===== config.mk =====
export PLATFORM = sky130hd
export DESIGN_NAME = windowed_watchdog
export DESIGN_NICKNAME = d
export VERILOG_FILES = /design/src/rtl/wdt_win_pkg.sv /design/src/rtl/wdt_key_seq.sv /design/src/rtl/wdt_down_counter.sv /design/src/rtl/wdt_regs.sv /design/src/rtl/windowed_watchdog.sv
export SDC_FILE = /design/constraint.sdc
export NUM_CORES = 1
export LEC_CHECK = 0
export ABC_AREA = 0
export BUFFER_PORTS_ARGS = -buffer_cell sky130_fd_sc_hd__buf_2
export CORE_UTILIZATION = 39
export DETAILED_ROUTE_END_ITERATION = 8
export PLACE_DENSITY = 0.65
export SLEW_MARGIN = 20
export SYNTH_ARGS = -nofsm -noshare
export SYNTH_HDL_FRONTEND = slang
export SYNTH_SLANG_ARGS = --single-unit

===== constraint.sdc =====
create_clock -name clk -period 7.85 [get_ports clk]
set_clock_uncertainty 0.2 [all_clocks]
set_input_delay 1.57 -clock clk [delete_from_list [all_inputs] [get_ports clk]]
set_output_delay 1.57 -clock clk [all_outputs]
set_load 0.02 [all_outputs]

===== src/rtl/wdt_win_pkg.sv =====
// Shared constants and helpers for the windowed watchdog.
// Assumes an 8-bit byte address and a 32-bit data bus.
package wdt_win_pkg;

    localparam logic [31:0] ARM_WORD  = 32'hA985_59DA;
    localparam logic [31:0] SVC_KEY_A = 32'h0000_E51A;
    localparam logic [31:0] SVC_KEY_B = 32'h0000_A35C;
    localparam logic [31:0] REACT_NMI = 32'h0000_000A;
    localparam logic [31:0] REACT_RST = 32'h0000_0005;

    localparam logic [7:0] OFS_ARM   = 8'h90;
    localparam logic [7:0] OFS_PRE   = 8'h94;
    localparam logic [7:0] OFS_STS   = 8'h98;
    localparam logic [7:0] OFS_KEY   = 8'h9C;
    localparam logic [7:0] OFS_CNT   = 8'hA0;
    localparam logic [7:0] OFS_REACT = 8'hA4;
    localparam logic [7:0] OFS_WIN   = 8'hA8;

    typedef enum logic {KEY_IDLE, KEY_ARMED} key_st_e;

    // Right-shift that turns the period into the window threshold; 0 = fully open.
    function automatic logic [2:0] win_shift(input logic [23:0] code);
        case (code)
            24'h00_0050: win_shift = 3'd1;
            24'h00_0500: win_shift = 3'd2;
            24'h00_5000: win_shift = 3'd3;
            24'h05_0000: win_shift = 3'd4;
            24'h50_0000: win_shift = 3'd5;
            default:     win_shift = 3'd0;
        endcase
    endfunction

endpackage


===== src/rtl/wdt_key_seq.sv =====
// Two-step service key sequencer.
// Recognises first key then second key; anything else returns to idle.
// Assumes key_wr is a single-cycle write strobe to the key register.
module wdt_key_seq
    import wdt_win_pkg::*;
(
    input  logic        clk,
    input  logic        rst_n,
    input  logic        key_wr,
    input  logic [31:0] key_data,
    output logic        svc
);
    key_st_e st_q;

    // A service is requested when the second key lands while armed.
    assign svc = key_wr && (st_q == KEY_ARMED) && (key_data == SVC_KEY_B);

    // Sequencer state update on each key write.
    always_ff @(posedge clk) begin
        if (!rst_n) begin
            st_q <= KEY_IDLE;
        end else if (key_wr) begin
            st_q <= (key_data == SVC_KEY_A) ? KEY_ARMED : KEY_IDLE;
        end
    end

    AST_SVC_BACK_IDLE: assert property (@(posedge clk) disable iff (!rst_n)
        svc |=> (st_q == KEY_IDLE));

endmodule


===== src/rtl/wdt_down_counter.sv =====
// Run flag, period down-counter and window comparator.
// The counter loads preload << SHIFT on start or accepted service.
// It stops at zero and reports early-service and expiry faults.
// Assumes the preload input is stable around the load edge.
module wdt_down_counter
    import wdt_win_pkg::*;
#(
    parameter int PRE_W = 12,
    parameter int SHIFT = 13,
    localparam int CNT_W = PRE_W + SHIFT
) (
    input  logic             clk,
    input  logic             rst_n,
    input  logic             start,
    input  logic             svc,
    input  logic [PRE_W-1:0] preload,
    input  logic [2:0]       win_sh,
    output logic [CNT_W-1:0] cnt,
    output logic             running,
    output logic             viol
);
    logic [CNT_W-1:0] period_q;
    logic [CNT_W-1:0] load_val;
    logic [CNT_W-1:0] thr;
    logic             in_win, svc_ok, viol_early, viol_exp;

    // Window threshold and fault conditions for this cycle.
    always_comb begin
        load_val   = {preload, {SHIFT{1'b0}}};
        thr        = (win_sh == 3'd0) ? {CNT_W{1'b1}} : (period_q >> win_sh);
        in_win     = (cnt != '0) && (cnt <= thr);
        svc_ok     = running && svc && in_win;
        viol_early = running && svc && (cnt != '0) && !in_win;
        viol_exp   = running && !svc_ok && (cnt == CNT_W'(1));
        viol       = viol_early || viol_exp;
    end

    // Run flag, counter and latched period.
    always_ff @(posedge clk) begin
        if (!rst_n) begin
            running  <= 1'b0;
            cnt      <= '0;
            period_q <= '0;
        end else if (!running) begin
            if (start) begin
                running  <= 1'b1;
                cnt      <= load_val;
                period_q <= load_val;
            end
        end else if (svc_ok) begin
            cnt      <= load_val;
            period_q <= load_val;
        end else if (cnt != '0) begin
            cnt <= cnt - 1'b1;
        end
    end

    AST_RUN_STICKY: assert property (@(posedge clk) disable iff (!rst_n)
        running |=> running);
    AST_EXPIRED_HOLDS: assert property (@(posedge clk) disable iff (!rst_n)
        (running && cnt == '0) |=> (cnt == '0));
    AST_EARLY_NO_RELOAD: assert property (@(posedge clk) disable iff (!rst_n)
        viol_early |=> (cnt == CNT_W'($past(cnt) - 1'b1)));
    AST_FAULT_SINGLE: assert property (@(posedge clk) disable iff (!rst_n)
        viol |=> !viol);

endmodule


===== src/rtl/wdt_regs.sv =====
// Register file and bus decode for the windowed watchdog.
// Holds preload, reaction mode, window code and the sticky fault flag.
// Read data is registered and returns zero when no read is requested.
module wdt_regs
    import wdt_win_pkg::*;
#(
    parameter int PRE_W = 12,
    parameter int CNT_W = 25
) (
    input  logic             clk,
    input  logic             rst_n,
    input  logic             wr_en,
    input  logic             rd_en,
    input  logic [7:0]       addr,
    input  logic [31:0]      wdata,
    input  logic             running,
    input  logic [CNT_W-1:0] cnt,
    input  logic             viol,
    output logic             start,
    output logic             key_wr,
    output logic [PRE_W-1:0] preload,
    output logic [2:0]       win_sh,
    output logic             mode_nmi,
    output logic             sts_viol,
    output logic [31:0]      rdata
);
    logic [23:0] win_q;
    logic [31:0] rd_mux;
    logic        sts_clr;

    // Write-side decode of strobes and window shift.
    always_comb begin
        start   = wr_en && (addr == OFS_ARM) && (wdata == ARM_WORD);
        key_wr  = wr_en && (addr == OFS_KEY);
        sts_clr = wr_en && (addr == OFS_STS) && wdata[1];
        win_sh  = win_shift(win_q);
    end

    // Read multiplexer over all visible registers.
    always_comb begin
        rd_mux = '0;
        case (addr)
            OFS_ARM:   rd_mux = running ? ARM_WORD : 32'h0;
            OFS_PRE:   rd_mux[PRE_W-1:0] = preload;
            OFS_STS:   rd_mux[1] = sts_viol;
            OFS_CNT:   rd_mux[CNT_W-1:0] = cnt;
            OFS_REACT: rd_mux = mode_nmi ? REACT_NMI : REACT_RST;
            OFS_WIN:   rd_mux[23:0] = win_q;
            default:   rd_mux = '0;
        endcase
    end

    // Register storage, sticky status and registered read data.
    always_ff @(posedge clk) begin
        if (!rst_n) begin
            preload  <= '0;
            mode_nmi <= 1'b0;
            win_q    <= 24'h00_0050;
            sts_viol <= 1'b0;
            rdata    <= '0;
        end else begin
            if (wr_en && addr == OFS_PRE) preload <= wdata[PRE_W-1:0];
            if (wr_en && addr == OFS_WIN) win_q <= wdata[23:0];
            if (wr_en && addr == OFS_REACT) begin
                if (wdata == REACT_NMI)      mode_nmi <= 1'b1;
                else if (wdata == REACT_RST) mode_nmi <= 1'b0;
            end
            if (viol)         sts_viol <= 1'b1;
            else if (sts_clr) sts_viol <= 1'b0;
            rdata <= rd_en ? rd_mux : 32'h0;
        end
    end

    AST_STS_STICKY: assert property (@(posedge clk) disable iff (!rst_n)
        (sts_viol && !sts_clr) |=> sts_viol);

endmodule


===== src/rtl/windowed_watchdog.sv =====
// Top of the windowed watchdog: registers, key sequencer, counter
// and the fault reaction stage (interrupt pulse or held reset request).
// Assumes single-clock operation with a synchronous active-low reset.
module windowed_watchdog
    import wdt_win_pkg::*;
#(
    parameter int PRE_W = 12,
    parameter int SHIFT = 13,
    localparam int CNT_W = PRE_W + SHIFT
) (
    input  logic        clk,
    input  logic        rst_n,
    input  logic        wr_en,
    input  logic        rd_en,
    input  logic [7:0]  addr,
    input  logic [31:0] wdata,
    output logic [31:0] rdata,
    output logic        nmi_o,
    output logic        rst_req_o
);
    logic             start, key_wr, svc, running, viol, mode_nmi, sts_viol;
    logic [PRE_W-1:0] preload;
    logic [2:0]       win_sh;
    logic [CNT_W-1:0] cnt;

    wdt_regs #(.PRE_W(PRE_W), .CNT_W(CNT_W)) u_regs (
        .clk(clk), .rst_n(rst_n), .wr_en(wr_en), .rd_en(rd_en),
        .addr(addr), .wdata(wdata), .running(running), .cnt(cnt),
        .viol(viol), .start(start), .key_wr(key_wr), .preload(preload),
        .win_sh(win_sh), .mode_nmi(mode_nmi), .sts_viol(sts_viol),
        .rdata(rdata)
    );

    wdt_key_seq u_keys (
        .clk(clk), .rst_n(rst_n), .key_wr(key_wr), .key_data(wdata),
        .svc(svc)
    );

    wdt_down_counter #(.PRE_W(PRE_W), .SHIFT(SHIFT)) u_cnt (
        .clk(clk), .rst_n(rst_n), .start(start), .svc(svc),
        .preload(preload), .win_sh(win_sh), .cnt(cnt),
        .running(running), .viol(viol)
    );

    // Fault reaction: one-clock pulse or held reset request.
    always_ff @(posedge clk) begin
        if (!rst_n) begin
            nmi_o     <= 1'b0;
            rst_req_o <= 1'b0;
        end else begin
            nmi_o     <= viol && mode_nmi;
            rst_req_o <= rst_req_o || (viol && !mode_nmi);
        end
    end

    AST_RST_HELD: assert property (@(posedge clk) disable iff (!rst_n)
        rst_req_o |=> rst_req_o);
    AST_PULSE_FLAGGED: assert property (@(posedge clk) disable iff (!rst_n)
        nmi_o |-> sts_viol);

endmodule


### Word level (Yosys, flattened, before mapping)

Index checks and enable logic that the tools add are counted.

* word-level logic and storage cells: 90
* input port bits: 44
* output and inout bits: 34
* register bits after elaboration: 124

* magnitude comparators: 1
* $add $sub $neg: 1
* mux-type cells: 23
* eq/ne operators: 20
* reduce and logical (&&, ||, !) cells: 33
* shifts and indexed selects: 1

Operators with widths (count)
* 2-to-1 mux 25 bit: 7
* == test 32 x 16 -> 1 bit (second input constant): 2
* == test 8 bit (second input constant): 7
* one-hot mux 10 bit (5 select lines): 1
* one-hot mux 12 bit (4 select lines): 1
* == test 32 x 3 -> 1 bit (second input constant): 1
* == test 32 bit (second input constant): 1
* == test 32 x 4 -> 1 bit (second input constant): 1
* 2-to-1 mux 32 bit: 1
* == test 25 x 1 -> 1 bit (second input constant): 1
* less-or-equal comparator 25 bit: 1
* nonzero test 25 bit: 1
* >> shifter 25 x 3 -> 25 bit: 1
* subtractor 25 x 1 -> 25 bit (second input constant): 1
* == test 24 x 11 -> 1 bit (second input constant): 1
* == test 24 x 15 -> 1 bit (second input constant): 1
* == test 24 x 19 -> 1 bit (second input constant): 1
* == test 24 x 23 -> 1 bit (second input constant): 1
* == test 24 x 7 -> 1 bit (second input constant): 1
* logical AND 1 bit: 19
* one-hot mux 3 bit (5 select lines): 1
* one-hot mux 7 bit (2 select lines): 1
* AND reduction 2 bit: 4
* 2-to-1 mux 1 bit: 7
* other kinds (10): 15

### Depth between registers and ports, before layout

Gate-level depths: netlist of run 1.

* depth after elaboration: 13
* mapped depth: 18
* mapped depth without buffers: 16

### Modules after synthesis

From an unflattened synthesis of run 1, not the netlist that was laid out.

* cell total of the unflattened synthesis: 756
* area total of the unflattened synthesis: 6180.9 µm²

By module, submodules not included
* wdt_regs: cells each 370, times used 1, seq. area each 1281.2 µm², area an instance 3066.7 µm²
* wdt_down_counter: cells each 362, times used 1, seq. area each 760.7 µm², area an instance 2909.0 µm²
* wdt_key_seq: cells each 19, times used 1, seq. area each 20.0 µm², area an instance 143.9 µm²
* windowed_watchdog: cells each 5, times used 1, seq. area each 40.0 µm², area an instance 61.3 µm²

### Worst setup path after synthesis of run 1

No wires, ideal clock.

* path kind: flip-flop to flip-flop
* start point: reg u_regs.win_q[8]
* end point: reg u_cnt.cnt[19]
* setup time: 0.123 ns
* setup slack: 3.358 ns
* stages on the path, launching flop included: 16
* period minus slack after synthesis: 4.492 ns
* data arrival time: 4.169 ns
* path through: dfxtp_1 > or4_1 > or3_1 > a211oi_4 > inv_1 > clkbuf_1 > mux2_2 > ha_1 > nand4_1 > nor4_2 > nand3_1 > a311oi_4 > a21oi_1 > buf_4 > mux2i_1 > o22ai_1

* cells in the longest elaborated chain, start to end: 9

RTL lines
* start: declaration: line wdt_regs.sv:27 `logic [23:0] win_q;`
* start signal: assignment: line wdt_regs.sv:63 `if (wr_en && addr == OFS_WIN) win_q <= wdata[23:0];`
* == test 24 x 23 -> 1 bit (tied with other cells): line wdt_win_pkg.sv:23 `case (code)`
* one-hot mux 3 bit (5 select lines) (*): line wdt_win_pkg.sv:23
* >> shifter 25 x 3 -> 25 bit / logical NOT 3 bit (equally long branches): line wdt_down_counter.sv:30 `thr = (win_sh == 3'd0) ? {CNT_W{1'b1}} : (period_q >> win_sh);`
* 2-to-1 mux 25 bit (*): line wdt_down_counter.sv:30
* less-or-equal comparator 25 bit (*): line wdt_down_counter.sv:31 `in_win = (cnt != '0) && (cnt <= thr);`
* logical AND 1 bit (*): line wdt_down_counter.sv:31
* logical AND 1 bit (*): line wdt_down_counter.sv:32 `svc_ok = running && svc && in_win;`
* != test 3 bit (no source line) / 2-to-1 mux 25 bit (equally long branches)
* AND reduction 2 bit (no source line) / 2-to-1 mux 25 bit (equally long branches)
* end signal: assignment: line wdt_down_counter.sv:47 `cnt <= load_val;`
* end signal: assignment: line wdt_down_counter.sv:51 `cnt <= load_val;`
* end signal: assignment: line wdt_down_counter.sv:54 `cnt <= cnt - 1'b1;`
* end: declaration: line wdt_down_counter.sv:18 `output logic [CNT_W-1:0] cnt,`

Every way passes the cells marked *; elsewhere a longest branch is shown, timed or not.
A chain may end at the register's enable or synchronous reset.

### Final worst setup path of run 1

* start point: reg u_regs.win_q[21]
* end point: reg u_cnt.cnt[19]

The elaborated chain is that of the path after synthesis.

==> tab_implementation.tex, run 1 <==
\begin{tabular}{lr}
\hline
Metric & Value \\
\hline
\multicolumn{2}{l}{\textbf{Run status}} \\
\quad Outcome & finished clean \\
\multicolumn{2}{l}{\textbf{Place}} \\
\quad GPL Wtd Cong & around 0.94 \\
\quad \# port buffers & between 70 and 80 \\
\quad Dpl cells & approximately 1.0k \\
\quad Final HPWL DP & between 15000 and 20000 um \\
\quad Post-DP Area & around 0.0067 mm2 \\
\multicolumn{2}{l}{\textbf{Worst setup path}} \\
\quad Endpoint type of the worst setup path & flip-flop \\
\quad Cells along the critical path & nor4\_2, a22oi\_1, o31ai\_2, nand3\_1, and2\_1, mux2\_2, mux2\_2, ha\_1, nand4\_1, nor4\_2, nand3\_1, a311oi\_4, a21oi\_1, mux2i\_1, o22ai\_1 \\
\quad Critical path data arrival time & 5.37 ns \\
\quad Slowest cell delay on critical path & 0.57 ns \\
\quad Standard cell with the maximum stage delay on the critical path & o31ai\_2 \\
\quad Maximum fanout along the worst path & 11 \\
\quad Crit Path Class & reg2reg \\
\quad Data required time of the worst path & between 7 and 8 ns \\
\quad Worst path bufs/invs & 0 \\
\quad Reg-to-reg slack, setup & 2.52 ns \\
\quad Startpoint kind of the worst setup timing path & flip-flop \\
\quad Delay-heaviest family, CP & compound AO/OA/AOI/OAI gates \\
\multicolumn{2}{l}{\textbf{Global route}} \\
\quad Overflow after GRT & 0 \\
\quad First-pass GRT wire length & between 30000 and 40000 um \\
\quad Pin count of the biggest net entering global routing & 56 \\
\quad Initial antenna violation count & 0 \\
\quad Global Route Usage Sum & 25.5\% \\
\quad Via count of the first global-routing pass & approximately 5.6k \\
\multicolumn{2}{l}{\textbf{Synthesis}} \\
\quad Post-synthesis sequential area ratio & roughly 34\% \\
\quad Dominant synthesized flop cell & dfxtp\_1 \\
\quad Share of synthesized registers carrying an async set or reset & 0\% \\
\quad Cell type with the highest aggregate area in the netlist & dfxtp\_1 \\
\quad Share of Yosys cell area claimed by the top area cell type & between 30 and 40\% \\
\quad Total standard cell area after synthesis & 0.00625 mm2 \\
\quad Number of flip-flops and latches in the synthesized netlist & 105 \\
\quad Number of flops mapped to enable cells by yosys & 0 \\
\quad Library cells used by synthesis & $\sim$80 \\
\quad Synth Instances & between 700 and 800 \\
\quad Largest cells by area after synthesis & dfxtp\_1 (34\%), nand2\_1 (6.5\%), a21oi\_1 (6.2\%), ha\_1 (5.4\%), mux2i\_1 (4.5\%) \\
\quad Number of warnings printed during yosys synthesis & 0 \\
\quad Average footprint of a synthesized cell & between 8 and 9 um2 \\
\multicolumn{2}{l}{\textbf{CTS}} \\
\quad Number of buffers between clock root and the deepest sink & 2 \\
\quad Post-CTS Setup Bufs & 0 \\
\quad Clock buffers created by TritonCTS & 9 \\
\quad Clock tree root driver cell & clkbuf\_16 \\
\quad CTS resizes & 0 \\
\quad Number of buffers inserted by hold repair at cts & 0 \\
\quad Count of clock tree sinks & $\sim$110 \\
\quad Post-CTS clock slew at the launch and capture registers of the worst setup and hold paths & roughly 0.07 ns \\
\quad Clock tree from TritonCTS & yes \\
\quad Worst-skew pair later-pin latency & $\sim$0.37 ns \\
\quad Depth of the CTS H-tree & 3 \\
\multicolumn{2}{l}{\textbf{Run}} \\
\quad Max-cap check violation count & 0 \\
\multicolumn{2}{l}{\textbf{Timing}} \\
\quad Number of hold violations in the final report & 0 \\
\quad Setup repair after global routing missed its margin & false \\
\quad Setup-failing EPs final & 0 \\
\quad Tmin final & approximately 5.3 ns \\
\quad Max-slew headroom at the worst pin & 26.6\% \\
\quad Count of pins over their slew limit & 0 \\
\quad Setup Total Neg Slack & 0 ns \\
\quad Worst-Margin Slew & about 1.1 ns \\
\quad Highest Clock Rate & 0.188 GHz \\
\quad Part of the cycle the worst path needs & around 68\% \\
\multicolumn{2}{l}{\textbf{Floorplanning}} \\
\quad Initial standard-cell utilization of the core & between 40\% and 50\% \\
\quad Standard cell core area & around 0.015 mm2 \\
\quad I/O Pins & 78 \\
\quad Placement row count & 45 \\
\quad Chip Height & 129 um \\
\quad Die Outline Area & 0.0165 mm2 \\
\quad Die span in x & about 130 um \\
\multicolumn{2}{l}{\textbf{Detailed routing}} \\
\quad Post-detailed-route DRC marker count & 0 \\
\quad Wire length per cell & $\sim$20 um \\
\quad Final Routed Wirelength & between 20000 and 25000 um \\
\quad Initial DRC count & around 450 \\
\quad Total vias in the final route & $\sim$6.0k \\
\quad Via-to-Cell Ratio & roughly 6 \\
\quad First-pass iteration count of the detailed router & 5 \\
\quad Post-DRT Antenna Nets & 0 \\
\multicolumn{2}{l}{\textbf{Finish}} \\
\quad Finished layout cell area & 0.00697 mm2 \\
\quad Final-stage net count & just under 900 \\
\quad Diode count & 0 \\
\quad Finished Layout Cells & around 1.0k \\
\quad Area overhead of the layout relative to synthesis & 11.4\% \\
\quad Layout cells sized above 1 & 17.2\% \\
\quad Final Util & between 40\% and 50\% \\
\multicolumn{2}{l}{\textbf{Power}} \\
\quad Max VDD drop & 0.0000929 V \\
\quad Power per cell area & 153 mW/mm2 \\
\quad Leak pwr & 2.67 nW \\
\multicolumn{2}{l}{\textbf{Worst hold path}} \\
\quad Hold Crit Class & reg2reg \\
\hline
\end{tabular}
-- cells by family after synthesis --
group	share of synthesized area [%]
and+or+nand+nor	29.1
AOI/OAI and AO/OA	17.7
DFF	33.6
buffers and inverters	4.18
muxes	8.08
adders and majority gates	5.40
xor gates and xnor gates	1.82
other	0.0600
-- cell usage after synthesis (5+ instances only) --
master and instances:
buf_1 6, o21a_1 6, or3_1 7, nand3_1 50
o31ai_1 6, mux2i_1 28, nand4_1 19, a22oi_1 12
ha_1 27, and2_1 8, nor2_1 70, buf_4 7
o21ai_0 28, xor2_1 11, or2_2 7, a21oi_1 78
and3_1 7, mux2_2 20, clkbuf_1 24, or4_1 6
nor4_1 9, nand2_1 109, buf_2 5, nor3_1 16
nor2b_1 5, inv_1 7, dfxtp_1 105, o211ai_1 5
-- metrics by stage --
step	worst slack, ns	total power [mW]	hold WS (ns)
after floorplan	3.36	0.596	0.236
after global routing	2.17	1.10	0.291
after detailed placement	2.60	0.622	0.262
final	2.52	1.07	0.277
after CTS	2.60	1.07	0.273
after global placement	2.72	0.621	0.256
-- final cells by class --
class	instances	area, um2
sequential	105	2100
fill	1585	8460
clock inverter	6	56.3
clock buffer	10	239
timing repair buffer	74	373
multi-input combinational	618	3900
inverter	9	33.8
tap	211	264
-- worst paths after layout --
| kind | from | end | depth (start not counted) |
|---|---|---|---|
| max | u_regs.win_q[21] | u_cnt.cnt[19] | 15 |
| max reg2reg | u_regs.win_q[21] | u_cnt.cnt[19] | 15 |
| min reg2reg | u_regs.sts_viol | u_regs.sts_viol | 2 |
| min | u_regs.sts_viol | u_regs.sts_viol | 2 |
-- cell usage in the layout, fill, tap and decap left out, types with 6 or more instances in the layout --
master     Yosys  routed
or4_1          6       6
dfxtp_1      105     105
o31ai_1        6       6
buf_2          5      73
inv_1          7       7
and2_1         8       8
or3_1          7       7
nand3_1       50      50
nor4_1         9       9
mux2i_1       28      28
ha_1          27      27
mux2_2        20      20
o21ai_0       28      28
and3_1         7       7
clkbuf_16      0       9
nor2_1        70      70
a21oi_1       78      78
nor3_1        16      16
or2_2          7       7
o21a_1         6       6
nand4_1       19      19
xor2_1        11      11
a22oi_1       12      12
nand2_1      109     109
-- power breakdown --
| part | total [mW] | internal (mW) | switching (mW) |
|---|---|---|---|
| logic | 0.0786 | 0.0270 | 0.0516 |
| registers | 0.533 | 0.532 | 0.000422 |
| clock network | 0.457 | 0.231 | 0.225 |
| total | 1.07 | 0.791 | 0.277 |
-- worst reg2reg max path, stage by stage, from the launching register on --
cell      delay (ns)
dfxtp_1         0.36
nor4_2          0.52
a22oi_1         0.24
o31ai_2         0.57
nand3_1         0.19
and2_1          0.18
mux2_2          0.27
mux2_2          0.27
ha_1            0.27
nand4_1         0.16
nor4_2          0.45
nand3_1         0.27
a311oi_4        0.47
a21oi_1         0.41
mux2i_1         0.28
o22ai_1         0.10
-- routing by layer --
layer / GRT usage [%] / wire [um]
met1: 33.1 / 8710
met2: 39.8 / 9060
met3: 4.24 / 1580
met4: 15.4 / 1080
met5: 0 / 0
-- flip-flops by register name (all words and copies together) (netlist names), 12 cells and up --
signal / flops
u_cnt.cnt: 25
u_cnt.period_q: 12
u_regs.preload: 12
u_regs.rdata: 26
u_regs.win_q: 24
Power figures use the tool's default switching activity.
==> run 2, diff against run 1 <==
- ABC_AREA: 0 -> 1
- PLACE_DENSITY: 0.65 -> 0.67
- clock period: 7.85 -> 4.3 ns (I/O delays scaled with it)
==> tab_implementation.tex, run 2 <==
\begin{tabular}{lr}
\hline
Metric & Value \\
\hline
\multicolumn{2}{l}{\textbf{Timing}} \\
\quad Worst hold margin & between 0.2 and 0.3 ns \\
\quad Part of the cycle the worst path needs & roughly nine tenths \\
\quad Number of hold violations in the final report & 0 \\
\quad Tmin final & 3.91 ns \\
\quad Setup-failing EPs final & 0 \\
\quad Final worst-path setup slack & about 0.39 ns \\
\quad Highest Clock Rate & between 0.2 and 0.3 GHz \\
\quad Count of pins over their slew limit & 0 \\
\quad Max-slew headroom at the worst pin & between 40\% and 50\% \\
\quad Worst-Margin Slew & approximately 0.76 ns \\
\quad Setup Total Neg Slack & 0 ns \\
\multicolumn{2}{l}{\textbf{Worst setup path}} \\
\quad Maximum fanout along the worst path & 18 \\
\quad Endpoint type of the worst setup path & flip-flop \\
\quad Crit Path Class & reg2reg \\
\quad Reg-to-reg slack, setup & 0.39 ns \\
\quad Data required time of the worst path & about 4.4 ns \\
\quad Endpoint of the worst-slack reg-to-reg timing path & u\_cnt.cnt[10] \\
\quad Most numerous cell on the critical path & nand2\_1 \\
\quad R2R cell count & 23 \\
\quad Critical path data arrival time & between 3 and 4 ns \\
\quad Startpoint kind of the worst setup timing path & flip-flop \\
\quad Standard cell with the maximum stage delay on the critical path & dfxtp\_1 \\
\quad Slowest cell delay on critical path & between 0.3 and 0.4 ns \\
\quad Cells along the critical path & inv\_1, nand4\_1, nor2\_2, nand3\_1, nand2\_2, inv\_2, and3\_2, clkinv\_4, nand3\_1, inv\_1, ha\_1, nand2\_1, nor3\_1, nand2\_1, nor2\_1, nand2\_1, nand3\_1, nand2\_1, nand2\_2, nand2\_4, nand2\_4, nand2\_4, nor3b\_1 \\
\quad Startpoint of the worst register-to-register path & u\_regs.win\_q[3] \\
\multicolumn{2}{l}{\textbf{Power}} \\
\quad Switching Fraction & 23.1\% \\
\quad Clock Power Share & 41.9\% \\
\quad Share of power burned in combinational logic & 7.6\% \\
\quad Max VDD drop & 0.000189 V \\
\quad Share of total power in sequential cells & between 50\% and 60\% \\
\quad Power per cell area & 268 mW/mm2 \\
\quad Power dissipated by switching net loads & 0.446 mW \\
\quad Leak pwr & between 3 and 4 nW \\
\quad Total internal power & between 1 and 1.5 mW \\
\multicolumn{2}{l}{\textbf{Worst hold path}} \\
\quad Endpoint, Worst Hold & rst\_req\_o \\
\quad Worst Hold Depth & 1 \\
\quad Hold Crit Start & rst\_req\_o \\
\quad Hold Crit Class & reg2reg \\
\multicolumn{2}{l}{\textbf{CTS}} \\
\quad Number of buffers between clock root and the deepest sink & 2 \\
\quad Depth of the CTS H-tree & 3 \\
\quad Count of clock tree sinks & 105 \\
\quad Clock tree from TritonCTS & yes \\
\quad Number of buffers inserted by hold repair at cts & 0 \\
\quad Clock tree root driver cell & clkbuf\_16 \\
\quad Worst-skew pair later-pin latency & roughly 0.35 ns \\
\quad Post-CTS Setup Bufs & 0 \\
\quad Post-CTS clock slew at the launch and capture registers of the worst setup and hold paths & approximately 0.070 ns \\
\quad Clock buffers created by TritonCTS & 9 \\
\quad CTS resizes & 0 \\
\multicolumn{2}{l}{\textbf{Detailed routing}} \\
\quad Total vias in the final route & $\sim$6.5k \\
\quad Initial DRC count & $\sim$580 \\
\quad First-pass iteration count of the detailed router & 5 \\
\quad Via-to-Cell Ratio & 5.23 \\
\quad Wire length per cell & between 15 and 20 um \\
\quad Post-DRT Antenna Nets & 0 \\
\quad Final Routed Wirelength & approximately 19000 um \\
\quad Post-detailed-route DRC marker count & 0 \\
\multicolumn{2}{l}{\textbf{Finish}} \\
\quad Area overhead of the layout relative to synthesis & 12.3\% \\
\quad Leading cell type in the layout, fill and taps excluded & nand2\_1 \\
\quad Layout cells sized above 1 & between 10\% and 20\% \\
\quad Final-stage net count & between 1k and 1.5k \\
\quad Top Registers & u\_regs.rdata x26, u\_cnt.cnt x25, u\_regs.win\_q x24 \\
\quad Final Util & 45.2\% \\
\quad Diode count & 0 \\
\quad Number of flip-flops in the largest register & 26 \\
\quad Largest register by flop count & u\_regs.rdata \\
\quad Commonest cells after routing, fill and taps aside & nand2\_1 (170), inv\_1 (120), nor2\_1 (107) \\
\multicolumn{2}{l}{\textbf{Run}} \\
\quad Max-cap check violation count & 0 \\
\multicolumn{2}{l}{\textbf{Floorplanning}} \\
\quad Die span in x & between 100 and 150 um \\
\quad I/O Pins & a little under 80 \\
\quad Chip Height & between 100 and 150 um \\
\quad Standard cell core area & $\sim$0.016 mm2 \\
\quad Die Outline Area & 0.0170 mm2 \\
\quad Initial standard-cell utilization of the core & between 40 and 50\% \\
\quad Placement row count & between 40 and 50 \\
\multicolumn{2}{l}{\textbf{Place}} \\
\quad \# port buffers & 73 \\
\quad Pre-CTS setup slack & 0.181 ns \\
\quad GPL Wtd Cong & 0.899 \\
\quad Final HPWL DP & $\sim$15000 um \\
\multicolumn{2}{l}{\textbf{Synthesis}} \\
\quad Cell with the most instances after synthesis & nand2\_1 \\
\quad Average footprint of a synthesized cell & 6.60 um2 \\
\quad Cell type with the highest aggregate area in the netlist & dfxtp\_1 \\
\quad Number of warnings printed during yosys synthesis & 0 \\
\quad Post-synthesis sequential area ratio & around a third \\
\quad Share of synthesized registers carrying an async set or reset & 0\% \\
\quad Largest cells by area after synthesis & dfxtp\_1 (33\%), nand2\_1 (9.9\%), inv\_1 (7.0\%), nand3\_1 (6.9\%), nor2\_1 (6.3\%) \\
\quad Top cell types by occurrence after synthesis & nand2\_1 (170), inv\_1 (120), nor2\_1 (108) \\
\quad Total standard cell area after synthesis & $\sim$0.0064 mm2 \\
\quad Dominant synthesized flop cell & dfxtp\_1 \\
\quad Synth Instances & 972 \\
\quad Number of flip-flops and latches in the synthesized netlist & approximately 110 \\
\quad Library cells used by synthesis & 44 \\
\quad Number of flops mapped to enable cells by yosys & 0 \\
\quad Share of Yosys cell area claimed by the top area cell type & between 30\% and 40\% \\
\multicolumn{2}{l}{\textbf{Global route}} \\
\quad Via count of the first global-routing pass & roughly 6.0k \\
\quad First-pass GRT wire length & 30800 um \\
\quad Initial antenna violation count & 0 \\
\quad Global Route Usage Sum & about a quarter \\
\quad Overflow after GRT & 0 \\
\quad Pin count of the biggest net entering global routing & 55 \\
\multicolumn{2}{l}{\textbf{Run status}} \\
\quad Outcome & finished clean \\
\hline
\end{tabular}
run 2: cell count changes after synthesis, sizes merged, moves of 7 or more:
cell and change:
and2 -8, or3 -7, nand3 +39, nor2 +59, o21ai +49, nor3 +9, inv +131, o31ai -7
nor4 -9, mux2 -20, nand2 +70, a22oi -12, or4 -8, mux2i -28
run 2: per-layer routing:
metal	global-route usage (%)	vias to the layer above	share of wire [%]
met5	0	-	0
met4	11.1	0	4.1
met3	4.14	50	6.3
met2	38.0	246	45
met1	30.7	2930	44
li1	-	3296	-
run 2: through the flow:
step                instances  power, mW  instance area (um2)
global placement         1233       1.14                 6900
floorplan                 975       1.09                 6430
CTS                      1247       1.94                 7180
detailed placement       1233       1.14                 6900
finish                   1247       1.93                 7200
global route             1247       2.00                 7200
run 2: worst max-delay path: cells and delay by family (launching register included):
family | cells | cell delay, ns
adders and majority gates | 1 | 0.30
buffers and inverters | 4 | 0.45
DFF | 1 | 0.36
and+or+nand+nor | 18 | 2.48
run 2: how the worst max path moves through the flow:
stage                           startpoint            endpoint
after floorplan           u_regs.win_q[17]  u_cnt.period_q[20]
after global placement     u_regs.win_q[2]       u_cnt.cnt[10]
after detailed placement  u_regs.win_q[10]       u_cnt.cnt[10]
after CTS                 u_regs.win_q[10]       u_cnt.cnt[10]
after global routing      u_regs.win_q[17]  u_cnt.period_q[14]
final                      u_regs.win_q[3]       u_cnt.cnt[10]
run 2: cell families after synthesis:
group	count (synthesis)	synth area share (%)
flip-flops	105	32.8
buffers and inverters	181	11.9
AO/OA/AOI/OAI	178	14.9
adder cells (fa/ha/maj)	27	5.27
other	1	0.0585
XOR/XNOR	14	1.91
AND/OR/NAND/NOR	466	33.2
run 2: final cells by class:
cell class,instances,area [um2]
Fill cell,1686,8740
Multi-Input combinational cell,689,3580
Sequential cell,105,2100
Inverter,142,541
Timing Repair Buffer,81,425
Tap cell,216,270
Clock buffer,11,243
Clock inverter,3,42.5
run 2: power groups by stage:
stage	clock, mW	combinational (mW)	sequential, mW
2_1_floorplan	0	0.0988	0.995
3_3_place_gp	0	0.145	0.996
3_5_place_dp	0	0.146	0.996
4_1_cts	0.819	0.147	0.973
5_1_grt	0.857	0.169	0.973
6_report	0.810	0.147	0.973
